`src/rtl/smb_pkg.sv`:
```
package smb_pkg;
  typedef enum logic [1:0] {BC_START, BC_STOP, BC_WBIT, BC_RBIT} bit_cmd_e;

  typedef enum logic [3:0] {
    SQ_IDLE, SQ_START, SQ_ADDR_W, SQ_CMD, SQ_RSTART, SQ_ADDR_R, SQ_WR, SQ_RD, SQ_STOP
  } seq_st_e;

  localparam int unsigned CB_GO   = 0;
  localparam int unsigned CB_DONE = 1;
  localparam int unsigned CB_BUSY = 2;
  localparam int unsigned CB_NAK  = 3;
  localparam int unsigned CB_SRST = 4;
  localparam int unsigned CB_IEN  = 6;

  function automatic logic [5:0] len_of(logic [1:0] code);
    case (code)
      2'b00:   len_of = 6'd1;
      2'b01:   len_of = 6'd8;
      2'b10:   len_of = 6'd16;
      default: len_of = 6'd32;
    endcase
  endfunction

  // {scl, sda} for each quarter phase of a bit-level command
  function automatic logic [1:0] bit_drive(bit_cmd_e c, logic [1:0] ph, logic b);
    case (c)
      BC_START: case (ph)
        2'd0: bit_drive = 2'b01;
        2'd1: bit_drive = 2'b11;
        2'd2: bit_drive = 2'b10;
        default: bit_drive = 2'b00;
      endcase
      BC_STOP: case (ph)
        2'd0: bit_drive = 2'b00;
        2'd1: bit_drive = 2'b10;
        default: bit_drive = 2'b11;
      endcase
      BC_WBIT: bit_drive = {(ph == 2'd1 || ph == 2'd2), b};
      default: bit_drive = {(ph == 2'd1 || ph == 2'd2), 1'b1};
    endcase
  endfunction
endpackage

```
`src/rtl/smb_bit_eng.sv`:
```
module smb_bit_eng
  import smb_pkg::*;
#(
  parameter int unsigned Q_STD  = 125,
  parameter int unsigned Q_FAST = 32
) (
  input  logic     clk_i,
  input  logic     rst_ni,
  input  logic     abort_i,
  input  logic     fast_i,
  input  logic     cmd_valid_i,
  input  bit_cmd_e cmd_i,
  input  logic     bit_i,
  output logic     done_o,
  output logic     bit_o,
  output logic     cond_o,
  input  logic     scl_i,
  input  logic     sda_i,
  output logic     scl_o,
  output logic     sda_o
);
  localparam int unsigned QMAX = (Q_STD > Q_FAST) ? Q_STD : Q_FAST;
  localparam int unsigned CW   = $clog2(QMAX + 1);

  logic          act_q, bit_q, scl_q, sda_q, done_q, rbit_q;
  bit_cmd_e      cmd_q;
  logic [1:0]    ph_q;
  logic [CW-1:0] cnt_q, qlim;
  logic          stall;

  assign qlim  = fast_i ? CW'(Q_FAST) : CW'(Q_STD);
  assign stall = (ph_q == 2'd1) && !scl_i;  // wait for a stretched clock

  always_ff @(posedge clk_i or negedge rst_ni) begin
    if (!rst_ni) begin
      act_q <= 1'b0; bit_q <= 1'b1; cmd_q <= BC_STOP; ph_q <= '0; cnt_q <= '0;
      scl_q <= 1'b1; sda_q <= 1'b1; done_q <= 1'b0; rbit_q <= 1'b1;
    end else if (abort_i) begin
      act_q <= 1'b0; scl_q <= 1'b1; sda_q <= 1'b1; done_q <= 1'b0; ph_q <= '0; cnt_q <= '0;
    end else begin
      done_q <= 1'b0;
      if (!act_q) begin
        if (cmd_valid_i) begin
          act_q <= 1'b1; cmd_q <= cmd_i; bit_q <= bit_i; ph_q <= '0; cnt_q <= '0;
          {scl_q, sda_q} <= bit_drive(cmd_i, 2'd0, bit_i);
        end
      end else if (!stall) begin
        if (cnt_q == qlim - 1'b1) begin
          cnt_q <= '0;
          if (ph_q == 2'd3) begin
            act_q  <= 1'b0;
            done_q <= 1'b1;
          end else begin
            ph_q <= ph_q + 1'b1;
            {scl_q, sda_q} <= bit_drive(cmd_q, ph_q + 1'b1, bit_q);
            if (ph_q == 2'd1) rbit_q <= sda_i;
          end
        end else begin
          cnt_q <= cnt_q + 1'b1;
        end
      end
    end
  end

  assign done_o = done_q;
  assign bit_o  = rbit_q;
  assign scl_o  = scl_q;
  assign sda_o  = sda_q;
  assign cond_o = act_q && (cmd_q == BC_START || cmd_q == BC_STOP);
endmodule

```
`src/rtl/smb_seq.sv`:
```
module smb_seq
  import smb_pkg::*;
#(
  parameter int unsigned BI = 5
) (
  input  logic          clk_i,
  input  logic          rst_ni,
  input  logic          abort_i,
  input  logic          go_i,
  input  logic [7:0]    tgt_i,
  input  logic [7:0]    cmd_i,
  input  logic [1:0]    len_code_i,
  input  logic [7:0]    tx_byte_i,
  output logic [BI-1:0] byte_idx_o,
  output logic          rx_we_o,
  output logic [7:0]    rx_byte_o,
  output logic          eng_valid_o,
  output bit_cmd_e      eng_cmd_o,
  output logic          eng_bit_o,
  input  logic          eng_done_i,
  input  logic          eng_bit_i,
  output logic          busy_o,
  output logic          fin_o,
  output logic          nak_o
);
  seq_st_e       st_q;
  logic          pend_q, nak_q, fin_q, rx_we_q;
  logic [3:0]    bit_idx_q;
  logic [BI-1:0] idx_q;
  logic [7:0]    sh_q, rx_byte_q, tx_cur;
  logic          is_rx, last;

  assign is_rx = (st_q == SQ_RD);
  assign last  = ({1'b0, idx_q} == BI'(len_of(len_code_i) - 6'd1));

  always_comb begin
    case (st_q)
      SQ_ADDR_W: tx_cur = {tgt_i[7:1], 1'b0};
      SQ_ADDR_R: tx_cur = {tgt_i[7:1], 1'b1};
      SQ_CMD:    tx_cur = cmd_i;
      default:   tx_cur = tx_byte_i;
    endcase
    eng_bit_o = 1'b1;
    if (st_q == SQ_START || st_q == SQ_RSTART) eng_cmd_o = BC_START;
    else if (st_q == SQ_STOP)                  eng_cmd_o = BC_STOP;
    else if (bit_idx_q != 4'd8) begin
      eng_cmd_o = is_rx ? BC_RBIT : BC_WBIT;
      eng_bit_o = tx_cur[3'd7 - bit_idx_q[2:0]];
    end else begin
      eng_cmd_o = is_rx ? BC_WBIT : BC_RBIT;
      eng_bit_o = last;  // NACK only the final received byte
    end
  end

  assign eng_valid_o = !pend_q && (st_q != SQ_IDLE);

  always_ff @(posedge clk_i or negedge rst_ni) begin
    if (!rst_ni) begin
      st_q <= SQ_IDLE; pend_q <= 1'b0; nak_q <= 1'b0; fin_q <= 1'b0; rx_we_q <= 1'b0;
      bit_idx_q <= '0; idx_q <= '0; sh_q <= '0; rx_byte_q <= '0;
    end else if (abort_i) begin
      st_q <= SQ_IDLE; pend_q <= 1'b0; fin_q <= 1'b0; rx_we_q <= 1'b0; nak_q <= 1'b0;
    end else begin
      fin_q   <= 1'b0;
      rx_we_q <= 1'b0;
      if (st_q == SQ_IDLE) begin
        if (go_i) begin
          st_q <= SQ_START; idx_q <= '0; bit_idx_q <= '0; nak_q <= 1'b0;
        end
      end else if (eng_valid_o) begin
        pend_q <= 1'b1;
      end else if (eng_done_i) begin
        pend_q <= 1'b0;
        case (st_q)
          SQ_START:  st_q <= SQ_ADDR_W;
          SQ_RSTART: st_q <= SQ_ADDR_R;
          SQ_STOP: begin
            st_q  <= SQ_IDLE;
            fin_q <= 1'b1;
          end
          default: begin
            if (bit_idx_q != 4'd8) begin
              bit_idx_q <= bit_idx_q + 1'b1;
              if (is_rx) sh_q <= {sh_q[6:0], eng_bit_i};
              if (is_rx && bit_idx_q == 4'd7) begin
                rx_we_q   <= 1'b1;
                rx_byte_q <= {sh_q[6:0], eng_bit_i};
              end
            end else begin
              bit_idx_q <= '0;
              if (!is_rx && eng_bit_i) begin
                nak_q <= 1'b1;
                st_q  <= SQ_STOP;
              end else begin
                case (st_q)
                  SQ_ADDR_W: st_q <= SQ_CMD;
                  SQ_CMD:    st_q <= tgt_i[0] ? SQ_RSTART : SQ_WR;
                  SQ_ADDR_R: st_q <= SQ_RD;
                  default: begin
                    if (last) st_q <= SQ_STOP;
                    else      idx_q <= idx_q + 1'b1;
                  end
                endcase
              end
            end
          end
        endcase
      end
    end
  end

  assign byte_idx_o = idx_q;
  assign rx_we_o    = rx_we_q;
  assign rx_byte_o  = rx_byte_q;
  assign busy_o     = (st_q != SQ_IDLE);
  assign fin_o      = fin_q;
  assign nak_o      = nak_q;
endmodule

```
`src/rtl/smb_regs.sv`:
```
module smb_regs
  import smb_pkg::*;
#(
  parameter int unsigned WORDS   = 16,
  parameter int unsigned RST_CYC = 16,
  localparam int unsigned WI     = $clog2(WORDS),
  localparam int unsigned BI     = WI + 1
) (
  input  logic          clk_i,
  input  logic          rst_ni,
  input  logic [WI:0]   idx_i,
  input  logic [15:0]   wdata_i,
  input  logic          we_i,
  output logic [15:0]   rdata_o,
  input  logic          seq_busy_i,
  input  logic          fin_i,
  input  logic          nak_i,
  input  logic          rx_we_i,
  input  logic [BI-1:0] byte_idx_i,
  input  logic [7:0]    rx_byte_i,
  output logic [7:0]    tx_byte_o,
  output logic          go_o,
  output logic          srst_o,
  output logic          busy_o,
  output logic [7:0]    tgt_o,
  output logic [7:0]    cmd_o,
  output logic [1:0]    len_o,
  output logic          fast_o,
  output logic          irq_o
);
  localparam int unsigned RW = $clog2(RST_CYC + 1);

  logic          done_q, nak_q, ien_q, fast_q;
  logic [7:0]    tgt_q, cmd_q;
  logic [1:0]    len_q;
  logic [RW-1:0] rcnt_q;
  logic [15:0]   buf_q [WORDS];
  logic          ctrl_we, is_buf;

  assign is_buf  = idx_i[WI];
  assign ctrl_we = we_i && !is_buf && (idx_i[WI-1:0] == '0);
  assign busy_o  = seq_busy_i || (rcnt_q != '0);
  assign srst_o  = ctrl_we && wdata_i[CB_SRST];
  assign go_o    = ctrl_we && wdata_i[CB_GO] && !wdata_i[CB_SRST] && !busy_o;

  always_ff @(posedge clk_i or negedge rst_ni) begin
    if (!rst_ni) begin
      done_q <= 1'b0; nak_q <= 1'b0; ien_q <= 1'b0; fast_q <= 1'b0;
      tgt_q <= '0; cmd_q <= '0; len_q <= '0; rcnt_q <= '0;
    end else begin
      if (rcnt_q != '0) rcnt_q <= rcnt_q - 1'b1;
      if (ctrl_we) begin
        ien_q <= wdata_i[CB_IEN];
        if (wdata_i[CB_DONE]) done_q <= 1'b0;
      end
      if (we_i && !is_buf) begin
        case (idx_i[WI-1:0])
          WI'(1): tgt_q <= wdata_i[7:0];
          WI'(2): begin len_q <= wdata_i[1:0]; fast_q <= wdata_i[7]; end
          WI'(3): cmd_q <= wdata_i[7:0];
          default: ;
        endcase
      end
      if (go_o) nak_q <= 1'b0;
      if (fin_i) begin
        done_q <= 1'b1;
        nak_q  <= nak_i;
      end
      if (srst_o) begin
        done_q <= 1'b0;
        nak_q  <= 1'b0;
        rcnt_q <= RW'(RST_CYC);
      end
    end
  end

  for (genvar w = 0; w < WORDS; w++) begin : g_word
    always_ff @(posedge clk_i or negedge rst_ni) begin
      if (!rst_ni) buf_q[w] <= '0;
      else if (rx_we_i && byte_idx_i[BI-1:1] == WI'(w)) begin
        if (byte_idx_i[0]) buf_q[w][7:0]  <= rx_byte_i;
        else               buf_q[w][15:8] <= rx_byte_i;
      end else if (we_i && is_buf && idx_i[WI-1:0] == WI'(w)) buf_q[w] <= wdata_i;
    end
  end

  assign tx_byte_o = byte_idx_i[0] ? buf_q[byte_idx_i[BI-1:1]][7:0]
                                   : buf_q[byte_idx_i[BI-1:1]][15:8];

  always_comb begin
    rdata_o = '0;
    if (is_buf) rdata_o = buf_q[idx_i[WI-1:0]];
    else begin
      case (idx_i[WI-1:0])
        WI'(0): begin
          rdata_o[CB_DONE] = done_q;
          rdata_o[CB_BUSY] = busy_o;
          rdata_o[CB_NAK]  = nak_q;
          rdata_o[CB_IEN]  = ien_q;
        end
        WI'(1): rdata_o[7:0] = tgt_q;
        WI'(2): rdata_o[7:0] = {fast_q, 5'b0, len_q};
        WI'(3): rdata_o[7:0] = cmd_q;
        default: ;
      endcase
    end
  end

  assign tgt_o  = tgt_q;
  assign cmd_o  = cmd_q;
  assign len_o  = len_q;
  assign fast_o = fast_q;
  assign irq_o  = done_q && ien_q;
endmodule

```
`src/rtl/smb_master.sv`:
```
module smb_master
  import smb_pkg::*;
#(
  parameter int unsigned Q_STD   = 125,
  parameter int unsigned Q_FAST  = 32,
  parameter int unsigned RST_CYC = 16
) (
  input  logic        clk_i,
  input  logic        rst_ni,
  input  logic [4:0]  reg_idx_i,
  input  logic [15:0] reg_wdata_i,
  input  logic        reg_we_i,
  output logic [15:0] reg_rdata_o,
  output logic        irq_o,
  input  logic        scl_i,
  output logic        scl_o,
  input  logic        sda_i,
  output logic        sda_o
);
  localparam int unsigned WORDS = 16;
  localparam int unsigned BI    = $clog2(WORDS) + 1;

  logic          go_w, srst_w, busy_w, seq_busy_w, fin_w, nak_w, rx_we_w, fast_w, cond_w;
  logic          eng_valid_w, eng_bit_w, eng_done_w, eng_rbit_w;
  bit_cmd_e      eng_cmd_w;
  logic [7:0]    tgt_w, cmd_w, tx_byte_w, rx_byte_w;
  logic [1:0]    len_w;
  logic [BI-1:0] byte_idx_w;

  smb_regs #(.WORDS(WORDS), .RST_CYC(RST_CYC)) u_regs (
    .clk_i, .rst_ni, .idx_i(reg_idx_i), .wdata_i(reg_wdata_i), .we_i(reg_we_i),
    .rdata_o(reg_rdata_o), .seq_busy_i(seq_busy_w), .fin_i(fin_w), .nak_i(nak_w),
    .rx_we_i(rx_we_w), .byte_idx_i(byte_idx_w), .rx_byte_i(rx_byte_w),
    .tx_byte_o(tx_byte_w), .go_o(go_w), .srst_o(srst_w), .busy_o(busy_w),
    .tgt_o(tgt_w), .cmd_o(cmd_w), .len_o(len_w), .fast_o(fast_w), .irq_o(irq_o)
  );

  smb_seq #(.BI(BI)) u_seq (
    .clk_i, .rst_ni, .abort_i(srst_w), .go_i(go_w), .tgt_i(tgt_w), .cmd_i(cmd_w),
    .len_code_i(len_w), .tx_byte_i(tx_byte_w), .byte_idx_o(byte_idx_w),
    .rx_we_o(rx_we_w), .rx_byte_o(rx_byte_w), .eng_valid_o(eng_valid_w),
    .eng_cmd_o(eng_cmd_w), .eng_bit_o(eng_bit_w), .eng_done_i(eng_done_w),
    .eng_bit_i(eng_rbit_w), .busy_o(seq_busy_w), .fin_o(fin_w), .nak_o(nak_w)
  );

  smb_bit_eng #(.Q_STD(Q_STD), .Q_FAST(Q_FAST)) u_eng (
    .clk_i, .rst_ni, .abort_i(srst_w), .fast_i(fast_w), .cmd_valid_i(eng_valid_w),
    .cmd_i(eng_cmd_w), .bit_i(eng_bit_w), .done_o(eng_done_w), .bit_o(eng_rbit_w),
    .cond_o(cond_w), .scl_i, .sda_i, .scl_o, .sda_o
  );
endmodule

```
`config.mk`:
```
export PLATFORM = sky130hd
export DESIGN_NAME = smb_master
export DESIGN_NICKNAME = d
export VERILOG_FILES = /design/src/rtl/smb_pkg.sv /design/src/rtl/smb_bit_eng.sv /design/src/rtl/smb_seq.sv /design/src/rtl/smb_regs.sv /design/src/rtl/smb_master.sv
export SDC_FILE = /design/constraint.sdc
export NUM_CORES = 1
export LEC_CHECK = 0
export BUFFER_PORTS_ARGS = -buffer_cell sky130_fd_sc_hd__buf_2
export CAP_MARGIN = 40
export CORE_MARGIN = 10
export CORE_UTILIZATION = 34
export DETAILED_ROUTE_END_ITERATION = 7
export GPL_ROUTABILITY_DRIVEN = 0
export GPL_TIMING_DRIVEN = 0
export MAX_ROUTING_LAYER = met4
export PLACE_DENSITY = 0.54
export SYNTH_ARGS = -nofsm -noshare
export SYNTH_HDL_FRONTEND = slang
export SYNTH_HIERARCHICAL = 1
export SYNTH_SLANG_ARGS = --single-unit
```
`constraint.sdc`:
```
create_clock -name clk_i -period 7 [get_ports clk_i]
set_input_delay 0.35 -clock clk_i [delete_from_list [all_inputs] [get_ports clk_i]]
set_output_delay 0.35 -clock clk_i [all_outputs]
set_load 0.01 [all_outputs]
```
* Word-level counts from Yosys, hierarchy flattened
Cells that the tools add are included.
Word-level totals: register bits after elaboration 332, word-level logic and storage cells 470, output and inout bits 19, memories 0, input bits 26, bits in read-only memories 0, latch bits 0, memory bits (writable) 0
Cells by class: bitwise operators 9, eq/ne operators 99, multiplexer cells 157, multipliers 0, shift-type cells 0, div/mod/pow operators 0, reduce and logical (&&, ||, !) cells 136, $add $sub $neg 8, magnitude comparators 3
Operator list (count):
- 16-bit 2-to-1 mux | 36
- 16-bit binary-select mux with 4-bit select | 2
- 2-bit AND reduction | 38
- 4-bit == test, second input constant | 17
- 1-bit 2-to-1 mux | 59
- 4-bit 2-to-1 mux | 14
- 5-bit 2-to-1 mux | 11
- 4-bit by 3-bit == test with 1-bit output, second input constant | 12
- 1-bit logical AND | 44
- 7-bit 2-to-1 mux | 6
- 8-bit 2-to-1 mux | 5
- 2-bit by 1-bit inequality test with 1-bit output, second input constant | 20
- 2-bit inequality test, second input constant | 20
- 2-bit nonzero test | 18
- 4-bit by 2-bit == test with 1-bit output, second input constant | 6
- 4-bit one-hot mux with 3 select lines | 2
- 8-bit one-hot mux with 3 select lines | 1
- 3-bit nonzero test | 7
- 2-bit 2-to-1 mux | 10
- 3-bit inequality test, second input constant | 5
- 5-bit one-hot mux with 3 select lines | 1
- 7-bit AND reduction | 2
- 4-bit by 1-bit == test with 1-bit output, second input constant | 3
- 4-bit zero test | 3
- 37 further kinds | 70

* Logic depth before layout (Yosys ltp)
Gate-level depths: netlist of run 1.
depth in word-level cells 15, mapped depth 15, mapped depth without buffers 12

* Cells and area by module
The synthesis of run 1 kept the hierarchy.
By module, submodules not included:
- smb_regs | seq. area each 7081.8 µm², cells each 1570, instances 1, area each 18436.4 µm²
- smb_seq | seq. area each 800.8 µm², cells each 219, instances 1, area each 2026.9 µm²
- smb_bit_eng | seq. area each 431.7 µm², cells each 101, instances 1, area each 1006.0 µm²

* Worst setup path after synthesis of run 1
Ideal clock, no wire load.
path type reg-to-reg, from reg u_seq.idx_q[2] (netlist: u_seq/byte_idx_o[2]), to reg u_eng.sda_q (netlist: u_eng/sda_o), buffers on the path 3, cell stages (with the launch flop) 16, required time 6915 ps, library setup time 85 ps, path slack 3366 ps, arrival time 3549 ps, period minus slack after synthesis 3634 ps, path through dfrtp_1 -> buf_2 -> buf_2 -> buf_2 -> mux4_2 -> mux2i_1 -> nor2_1 -> a311oi_1 -> a21oi_1 -> a221oi_1 -> a221oi_1 -> a2111oi_0 -> o31ai_1 -> or3_1 -> a221o_1 -> mux2_1
Between the ends: word-level cells in the longest chain between the ends 15, elaborated cells on any way between the ends 16, classes of those cells eq/ne (1); mux (14); bitwise (1)
Ends and longest elaborated chain:
- start: declaration | line smb_seq.sv:29 | logic [BI-1:0] idx_q;
- start signal: assignment | line smb_seq.sv:101 | else idx_q <= idx_q + 1'b1;
- 4-bit inverter with 5-bit output (implied by the code) | line smb_regs.sv:87, smb_regs.sv:88
- 16-bit binary-select mux with 4-bit select | line smb_regs.sv:87, smb_regs.sv:88
- 16-bit 2-to-1 mux (implied by the code) (2 in a row) | line smb_regs.sv:87 | assign tx_byte_o = byte_idx_i[0] ? buf_q[byte_idx_i[BI-1:1]][7:0]
- 8-bit 2-to-1 mux | line smb_regs.sv:87
- via tx_byte_w[5] | line smb_master.sv:26 | logic [7:0] tgt_w, cmd_w, tx_byte_w, rx_byte_w;
- 8-bit one-hot mux with 3 select lines | line smb_seq.sv:37 | case (st_q)
- 1-bit binary-select mux with 3-bit select | line smb_seq.sv:48 | eng_bit_o = tx_cur[3'd7 - bit_idx_q[2:0]];
- 1-bit 2-to-1 mux (implied by the code) | line smb_seq.sv:48
- 1-bit 2-to-1 mux | line smb_seq.sv:46 | else if (bit_idx_q != 4'd8) begin
- 1-bit 2-to-1 mux | line smb_seq.sv:45 | else if (st_q == SQ_STOP) eng_cmd_o = BC_STOP;
- 1-bit 2-to-1 mux | line smb_seq.sv:44 | if (st_q == SQ_START || st_q == SQ_RSTART) eng_cmd_o = BC_START;
- via eng_bit_w | line smb_master.sv:24 | logic eng_valid_w, eng_bit_w, eng_done_w, eng_rbit_w;
- 1-bit one-hot mux with 2 select lines | line smb_pkg.sv:26 | case (c)
- 1-bit 2-to-1 mux | line smb_bit_eng.sv:43 | if (cmd_valid_i) begin
- 1-bit 2-to-1 mux | line smb_bit_eng.sv:42 | if (!act_q) begin
- 1-bit 2-to-1 mux | line smb_bit_eng.sv:38 | end else if (abort_i) begin
- end signal: assignment | line smb_bit_eng.sv:45 | {scl_q, sda_q} <= bit_drive(cmd_i, 2'd0, bit_i);
- end signal: assignment | line smb_bit_eng.sv:55 | {scl_q, sda_q} <= bit_drive(cmd_q, ph_q + 1'b1, bit_q);
- end: declaration | line smb_bit_eng.sv:25 | logic act_q, bit_q, scl_q, sda_q, done_q, rbit_q;
The timed path passes the listed nets, and every way through them passes these cells. The select of a mux whose other input is x is not followed. A chain may end at the register's enable or synchronous reset.

* Worst setup path after layout of run 1
from reg u_seq.idx_q[3] (netlist: u_seq/byte_idx_o[3]), to reg u_eng.sda_q (netlist: u_eng/sda_o)
Same word-level chain as after synthesis.

==> results of run 1 <==
sequential cells by signal, indices dropped and copies added, names as in the netlist, 2 cells and up:
name	cells
u_seq/rx_byte_o	8
u_regs/rcnt_q	5
u_eng/cnt_q	7
u_eng/cmd_q	2
u_seq/byte_idx_o	5
u_eng/ph_q	2
u_regs/tgt_o	8
u_regs/len_o	2
u_seq/st_q	4
u_seq/sh_q	7
u_regs/cmd_o	8
u_seq/bit_idx_q	4
u_regs/buf_q	256
stage by stage:
| step | power (mW) | std cells | worst slack, ns |
|---|---|---|---|
| 4_1_cts | 6.21 | 2863 | 1.19 |
| 6_report | 6.22 | 2865 | 0.705 |
| 2_1_floorplan | 3.34 | 1888 | 3.37 |
| 3_5_place_dp | 3.83 | 2787 | 1.22 |
| 3_3_place_gp | 3.77 | 2772 | -1.10 |
| 5_1_grt | 6.45 | 2865 | 0.754 |
layer usage:
layer	GRT usage	routed length (um)
met5	-	0
met4	0.100	4030
met3	0.0494	7550
met2	0.322	35600
met1	0.291	34200
worst paths after layout:
check,start,endpoint,slack (ns),cells past startpoint
max,u_seq/byte_idx_o[3],u_eng/sda_o,0.70,14
min,reg_wdata_i[1],u_regs/buf_q[65],0.16,3
max reg2reg,u_seq/byte_idx_o[3],u_eng/sda_o,0.70,14
min reg2reg,u_regs/rcnt_q[4],u_regs/rcnt_q[4],0.48,1
max in group asynchronous,rst_ni,u_regs/buf_q[175],5.49,4
min in group asynchronous,rst_ni,u_eng/cnt_q[0],0.23,2
worst register-to-register path, stage by stage, from the launching register on:
cell and delay [ns]:
dfrtp_1 0.44, buf_2 0.33, buf_1 0.80, clkbuf_1 0.72, mux2i_1 0.36, nor2_1 0.07
a311oi_1 0.80, a21oi_1 0.43, a221oi_1 0.36, a221oi_1 0.13, a2111oi_0 0.58, o31ai_1 0.23
or3_1 0.34, a221o_1 0.33, mux2_1 0.28
power by group through the flow:
stage,logic (mW),registers (mW),clock network [mW]
after global placement,1.12,2.66,0
after floorplan,0.845,2.49,0
after global routing,1.28,2.70,2.47
after detailed placement,1.16,2.68,0
final,1.18,2.68,2.36
after CTS,1.16,2.65,2.41
repair_timing:
item	in CTS	in global routing
hold endpoints to repair	25	0
resized for setup	0	0
hold buffers	2	0
cell type report:
cell class	count	area share
multi-input combinational	1370	0.503
sequential	332	0.340
clock buffer	55	0.0495
tap	846	0.0433
buffer	170	0.0321
timing repair buffer	57	0.0191
clock inverter	19	0.0110
inverter	16	0.00245
==> impl_metrics.tcl, run 1 <==
set metrics [dict create \
    status "finished, final reports clean" \
    relSlewSlack 0.319 \
    cts_setup_buffers 0 \
    syn_nets 1922 \
    multi_input_area_sq_um 12300 \
    p_per_area_nw_per_um2 254 \
    synth_warnings 6 \
    mostFrequentLayoutCells "327 x dfrtp_1, 316 x mux2_2, 206 x mux2i_1" \
    postLayoutCoreUtil 0.390 \
    cp_num_buf_inv 3 \
    fp.dieW_um 271 \
    max_freq_mhz 159 \
    wire_per_inst_um 28.4 \
    ir_worst_vdd_uv 142 \
    antenna_found_initial 0 \
    finish.net_count 2023 \
    portBuffers 38 \
    dp_hpwl_um 60200 \
    fin_skew_ns 0.0174 \
    syn_inst 1888 \
    slew_viol_final 0 \
    critPathKind "reg -> reg" \
    path_max_fanout 10 \
    drive_above_1_share 0.337 \
    cts_root_buffer "clkbuf_16" \
    p_int_mw 4.33 \
    cts_tree "built" \
    finalCritPeriodShare 0.899 \
    die-area_sq_um 73600 \
    vias_per_cell 5.94 \
    crit_top_cell "a221oi_1" \
    setup_viol 0 \
    startpoint_type "flip-flop" \
    core_area_sq_um 62700 \
    hold_viol_final 0 \
    fin_area_sq_um 24500 \
    clkSinkCount 332 \
    leakagePower_nw 10.3 \
    holdWs_ns 0.157 \
    cp_top_family "compound AO/OA/AOI/OAI gates" \
    fp-row-count 92 \
    hold_path.class "in -> reg" \
    grt_pass1_wl_um 119000 \
    drtPass1Iterations 5 \
    p_sw_frac 0.303 \
    setup_tns_ns 0 \
    cp.required_ns 7.50 \
    die_h_um 271 \
    clockPowerShare 0.379 \
    clk_pin_slew_ns 0.06 \
    register_area_sq_um 8310 \
    pwr-share-comb 0.190 \
    ant_nets 0 \
    dr_total_vias 17000 \
    dr.first_iter.drc_count 2075 \
    critPathMaxStageDelay_ns 0.80 \
    syn_area_sq_um 21500 \
    nFillCells 6031 \
    grt_pass1_vias 16900 \
    power_frac_seq 0.430 \
    placed_area_sq_um 23000 \
    routed_wl_um 81300 \
    grt_max_degree 116 \
    initial_core_util 0.342 \
    syn_area_per_cell_sq_um 11.4 \
    clock_path_buffers 3 \
    gr-total-overflow 0 \
    grt.total_usage 0.221 \
    worstPathArrival_ns 6.79 \
    cp_slowest_cell "a311oi_1" \
    rsz0062_at_grt "false" \
    io_pins 45 \
    final_common_cell "dfrtp_1" \
    crit_path_cell_trace "buf_2 -> buf_1 -> clkbuf_1 -> mux2i_1 -> nor2_1 -> a311oi_1 -> a21oi_1 -> a221oi_1 -> a221oi_1 -> a2111oi_0 -> o31ai_1 -> or3_1 -> a221o_1 -> mux2_1" \
    critPathCaptureType "flip-flop" \
    clock_latency_ns 0.58 \
    cap_violations 0 \
    fin_crit_ns 6.30 \
    cts_made_buffers 42 \
    drc 0 \
    area_delta_synth_final_pct 14.0 \
    tightest_slew_ns 1.02 \
    diodes 0 \
    switching_power_mw 1.88 \
    cts_htree_levels 2 \
]
(Power assumes the default switching activity.)
==> run 2: changes to the inputs <==
Settings changed: GPL_TIMING_DRIVEN 0 to 1, PLACE_DENSITY 0.54 to unset, PLACE_DENSITY_LB_ADDON set to 0.3.
==> run 2 against run 1 <==
Non-clock buffer count shrank 132; sequential share of layout area grew 0.98 points; die area is the same; utilization shrank 1.1 points; design area shrank 2.7%; setup slack gained 1.5 ns; via count shrank 4.5%; largest power group unchanged.
==> impl_metrics.tcl, run 2 (same netlist as run 1, synthesis figures left out) <==
set metrics [dict create \
    fin_crit_ns 4.78 \
    worstPathArrival_ns 5.29 \
    p_per_area_nw_per_um2 244 \
    tightest_slew_ns 0.952 \
    drtPass1Iterations 5 \
    cp_top_family "compound AO/OA/AOI/OAI gates" \
    path_max_fanout 49 \
    startpoint_type "flip-flop" \
    relSlewSlack 0.364 \
    vias_per_cell 5.95 \
    leakagePower_nw 9.88 \
    cts_tree "built" \
    clock_path_buffers 3 \
    largest_reg_flops 256 \
    antenna_found_initial 1 \
    ir_worst_vdd_uv 148 \
    cp_num_buf_inv 1 \
    clock_latency_ns 0.59 \
    gr-total-overflow 0 \
    portBuffers 44 \
    fin_skew_ns 0.0232 \
    hold_viol_final 0 \
    nFillCells 6007 \
    routed_wl_um 73200 \
    area_delta_synth_final_pct 10.9 \
    clk_pin_slew_ns 0.06 \
    drive_above_1_share 0.338 \
    cts_htree_levels 2 \
    clkSinkCount 332 \
    dr_total_vias 16200 \
    crit_path_cell_trace "buf_4 -> mux4_2 -> a221oi_1 -> a21oi_1 -> nand2_1 -> a41oi_1 -> a2111oi_0 -> o31ai_1 -> or3_1 -> a221o_1 -> mux2_1" \
    multi_input_area_sq_um 12300 \
    fp.dieW_um 271 \
    finalCritPeriodShare 0.683 \
    grt_pass1_wl_um 109000 \
    ant_nets 0 \
    initial_core_util 0.342 \
    critPathKind "reg -> reg" \
    grt_max_degree 87 \
    finish.net_count 1889 \
    drc 0 \
    grt.total_usage 0.199 \
    rsz0062_at_grt "false" \
    dr.first_iter.drc_count 1582 \
    dp_hpwl_um 47500 \
    slew_viol_final 0 \
    postLayoutCoreUtil 0.379 \
    cts_root_buffer "clkbuf_16" \
    setup_viol 0 \
    io_pins 45 \
    hold_path.class "in -> reg" \
    fp-row-count 92 \
    mostFrequentLayoutCells "323 x dfrtp_1, 316 x mux2_2, 205 x mux2i_1" \
    grt_pass1_vias 15800 \
    status "finished, final reports clean" \
    cp.required_ns 7.51 \
    wire_per_inst_um 26.8 \
    regMostFlops "u_regs/buf_q" \
    register_area_sq_um 8320 \
    setup_tns_ns 0 \
    final_common_cell "dfrtp_1" \
    cts_setup_buffers 0 \
    critPathMaxStageDelay_ns 0.98 \
    die_h_um 271 \
    cts_made_buffers 40 \
    core_area_sq_um 62700 \
    max_freq_mhz 209 \
    cp_slowest_cell "dfrtp_4" \
    die-area_sq_um 73600 \
    critPathCaptureType "flip-flop" \
    cap_violations 0 \
]
[run 2: metrics by stage]
step / cells / cell area (sq um) / setup WS (ns) / hold slack, ns / power [mW]
final: 2730 / 23800 / 2.22 / 0.145 / 5.80
after CTS: 2728 / 23800 / 2.22 / 0.122 / 5.83
after detailed placement: 2656 / 22500 / 2.23 / 0.430 / 3.73
after global placement: 2640 / 22200 / 2.33 / 0.428 / 3.68
after global routing: 2730 / 23800 / 2.03 / 0.138 / 6.06
after floorplan: 1888 / 21500 / 3.37 / 0.0544 / 3.34
[run 2: where the power goes]
part           leakage, nW  switching, mW  internal [mW]
clock network        0.641          0.887           1.20
logic                 5.02          0.502          0.604
registers             4.21          0.330           2.28
total                 9.88           1.72           4.08
[run 2: final timing paths]
| path | to | from | cells past startpoint | slack, ns |
|---|---|---|---|---|
| setup / recovery | u_eng/sda_o | u_seq/byte_idx_o[2] | 11 | 2.22 |
| hold / removal | u_eng/act_q | scl_i | 3 | 0.14 |
| setup reg to reg | u_eng/sda_o | u_seq/byte_idx_o[2] | 11 | 2.22 |
| hold reg to reg | u_regs/rcnt_q[4] | u_regs/rcnt_q[4] | 1 | 0.47 |
| max in group asynchronous | u_seq/byte_idx_o[2] | rst_ni | 4 | 5.33 |
| min in group asynchronous | u_eng/done_o | rst_ni | 2 | 0.38 |
[run 2: repair_timing]
action	in CTS	in global routing
endpoints found under the setup margin	0	0
hold buffers	2	0
hold endpoints to repair	78	0
gates resized for setup	0	0
[run 2: worst reg2reg max path: cells and delay by family, from the launching register on]
| kind | cells | cell delay, ns |
|---|---|---|
| compound gates | 6 | 1.64 |
| flops | 1 | 0.98 |
| simple gates | 2 | 0.47 |
| mux | 2 | 0.89 |
| buf+inv | 1 | 0.72 |
[run 2: per-layer routing]
metal	vias up	global-route usage	wire length, um	share of wire
li1	6988	-	-	-
met1	8409	0.261	30800	0.42
met2	700	0.306	34200	0.47
met3	143	0.0389	5870	0.080
met4	0	0.0629	2300	0.031
met5	-	-	0	0
[run 2: cell type report]
class,instances,area share
Clock buffer,53,0.0470
Timing Repair Buffer,95,0.0327
Inverter,16,0.00252
Clock inverter,17,0.00646
Sequential cell,332,0.350
Antenna cell,1,0.000105
Tap cell,846,0.0445
Multi-Input combinational cell,1370,0.517
==> run 3: changes to the inputs <==
Clock period 7 ns to 4.3 ns, I/O delays scaled along.
==> run 3 against run 2 <==
Setup slack got worse by 1.9 ns; cell count increased by 1.2%; fmax increased by 19%; combinational power increased by 63%; utilization increased by 0.32 points; sequential share of layout area decreased by 0.29 points; power increased by 65%; clock skew decreased by 0.0072 ns; non-clock buffer count increased by 33.
==> impl_metrics.tcl, run 3 (same netlist as run 1, synthesis figures left out) <==
set metrics [dict create \
    drtPass1Iterations 5 \
    clkSinkCount 332 \
    leakagePower_nw 10.0 \
    finalCritPeriodShare 0.934 \
    met2_usage 0.308 \
    cp_slowest_cell "dfrtp_4" \
    postLayoutCoreUtil 0.383 \
    dr_total_vias 16400 \
    regMostFlops "u_regs/buf_q" \
    fp.dieW_um 271 \
    hold_path.class "in -> reg" \
    p_per_area_nw_per_um2 399 \
    tightest_slew_ns 1.06 \
    drive_above_1_share 0.347 \
    cts_tree "built" \
    worstPathArrival_ns 4.51 \
    antenna_found_initial 2 \
    fin_cells 2763 \
    status "finished, final reports clean" \
    fin_crit_ns 4.02 \
    fin_skew_ns 0.0160 \
    critPathKind "reg -> reg" \
    cts_root_buffer "clkbuf_16" \
    finish.net_count 1920 \
    grt.total_usage 0.199 \
    hold_viol_final 0 \
    path_max_fanout 11 \
    final_common_cell "dfrtp_1" \
    grt.met1_usage 0.258 \
    area_delta_synth_final_pct 11.9 \
    setup_tns_ns 0 \
    relSlewSlack 0.282 \
    setup_viol 0 \
    dp_hpwl_um 49500 \
    clock_latency_ns 0.57 \
    rsz0062_at_grt "false" \
    initial_core_util 0.342 \
    crit_path_cell_trace "buf_4 -> mux4_2 -> mux2i_1 -> nor2_1 -> a311oi_1 -> a21oi_1 -> nand2_1 -> a41oi_1 -> a2111oi_1 -> o31ai_1 -> or3_1 -> a221o_1 -> mux2_1" \
    gr-total-overflow 0 \
    mostFrequentLayoutCells "323 x dfrtp_1, 316 x mux2_2, 206 x mux2i_1" \
    dr.first_iter.drc_count 1755 \
    drc 0 \
    grt_pass1_wl_um 110000 \
    fp-row-count 92 \
    cts_htree_levels 2 \
    portBuffers 44 \
    cap_violations 0 \
    routed_wl_um 73300 \
    critPathMaxStageDelay_ns 0.63 \
    slew_viol_final 0 \
    cts_made_buffers 38 \
    use_met3 0.0365 \
    nFillCells 5978 \
    grt_pass1_vias 16300 \
    finalPower_mw 9.57 \
    die-area_sq_um 73600 \
    io_pins 45 \
    wire_per_inst_um 26.5 \
    core_area_sq_um 62700 \
    cp.required_ns 4.80 \
    max_freq_mhz 249 \
    clk_pin_slew_ns 0.06 \
    dp.cells 2688 \
    critPathCaptureType "flip-flop" \
    vias_per_cell 5.94 \
    die_h_um 271 \
    grt_max_degree 113 \
    startpoint_type "flip-flop" \
    ant_nets 0 \
    ir_worst_vdd_uv 248 \
    clock_path_buffers 3 \
    largest_reg_flops 256 \
    grt_busiest_layer "met2" \
]
==> run 3: cell count changes in the layout (fill, tap and decap cells not counted), moves of 2 or more <==
cell	before	now
buf_8	3	1
buf_6	6	1
bufinv_16	2	4
buf_4	33	75
buf_16	3	1
buf_12	5	3
clkinv_2	12	10
==> run 3: through the flow <==
step | worst slack [ns] | area, sq um | hold slack (ns)
2_1_floorplan | 0.666 | 21500 | -0.0806
3_3_place_gp | 0.314 | 22600 | 0.363
3_5_place_dp | 0.152 | 22600 | 0.371
4_1_cts | 0.133 | 24000 | 0.0986
5_1_grt | 0.0969 | 24000 | 0.140
6_report | 0.285 | 24000 | 0.120
==> run 3: path summary, 6_finish.rpt <==
kind | to | slack [ns] | cells after the start | from
worst max register to register | u_eng/sda_o | 0.28 | 13 | u_seq/byte_idx_o[2]
max in group asynchronous | u_regs/buf_q[169] | 2.82 | 3 | rst_ni
worst min register to register | u_regs/rcnt_q[4] | 0.48 | 1 | u_regs/rcnt_q[4]
worst min-delay path | u_regs/buf_q[60] | 0.12 | 3 | reg_wdata_i[12]
worst max-delay path | u_eng/sda_o | 0.28 | 13 | u_seq/byte_idx_o[2]
min in group asynchronous | u_eng/cnt_q[0] | 0.27 | 2 | rst_ni
==> run 3: critical path, delay by kind of cell (launching register included) <==
kind | cells | cell delay [ns]
buffers and inverters | 1 | 0.30
AOI/OAI and AO/OA | 6 | 1.70
DFF | 1 | 0.63
and+or+nand+nor | 3 | 0.53
muxes | 3 | 0.78
==> run 3: per-layer routing <==
layer / share of wire / wire length, um
met3: 0.073 / 5340
met2: 0.46 / 34100
met4: 0.037 / 2710
met5: 0 / 0
met1: 0.43 / 31200
==> run 3: what timing repair did <==
action / 4_1_cts / 5_1_grt
endpoints found under the hold margin: 107 / 0
resized for setup: 0 / 1
hold buffers: 3 / 0
setup endpoints to repair: 0 / 1
setup buffers: 0 / 1
==> run 3: area by class of cell <==
cell class / count / area, sq um / share of cell area
Antenna cell: 1 / 2.50 / 0.000104
Clock buffer: 55 / 1150 / 0.0478
Clock inverter: 15 / 178 / 0.00740
Inverter: 16 / 60.1 / 0.00250
Multi-Input combinational cell: 1370 / 12300 / 0.513
Sequential cell: 332 / 8320 / 0.347
Tap cell: 846 / 1060 / 0.0441
Timing Repair Buffer: 128 / 933 / 0.0389
==> run 3: power breakdown <==
part,switching (mW),internal (mW),total (mW)
Combinational,0.825,0.988,1.81
Clock,1.39,2.10,3.49
Sequential,0.560,3.71,4.27
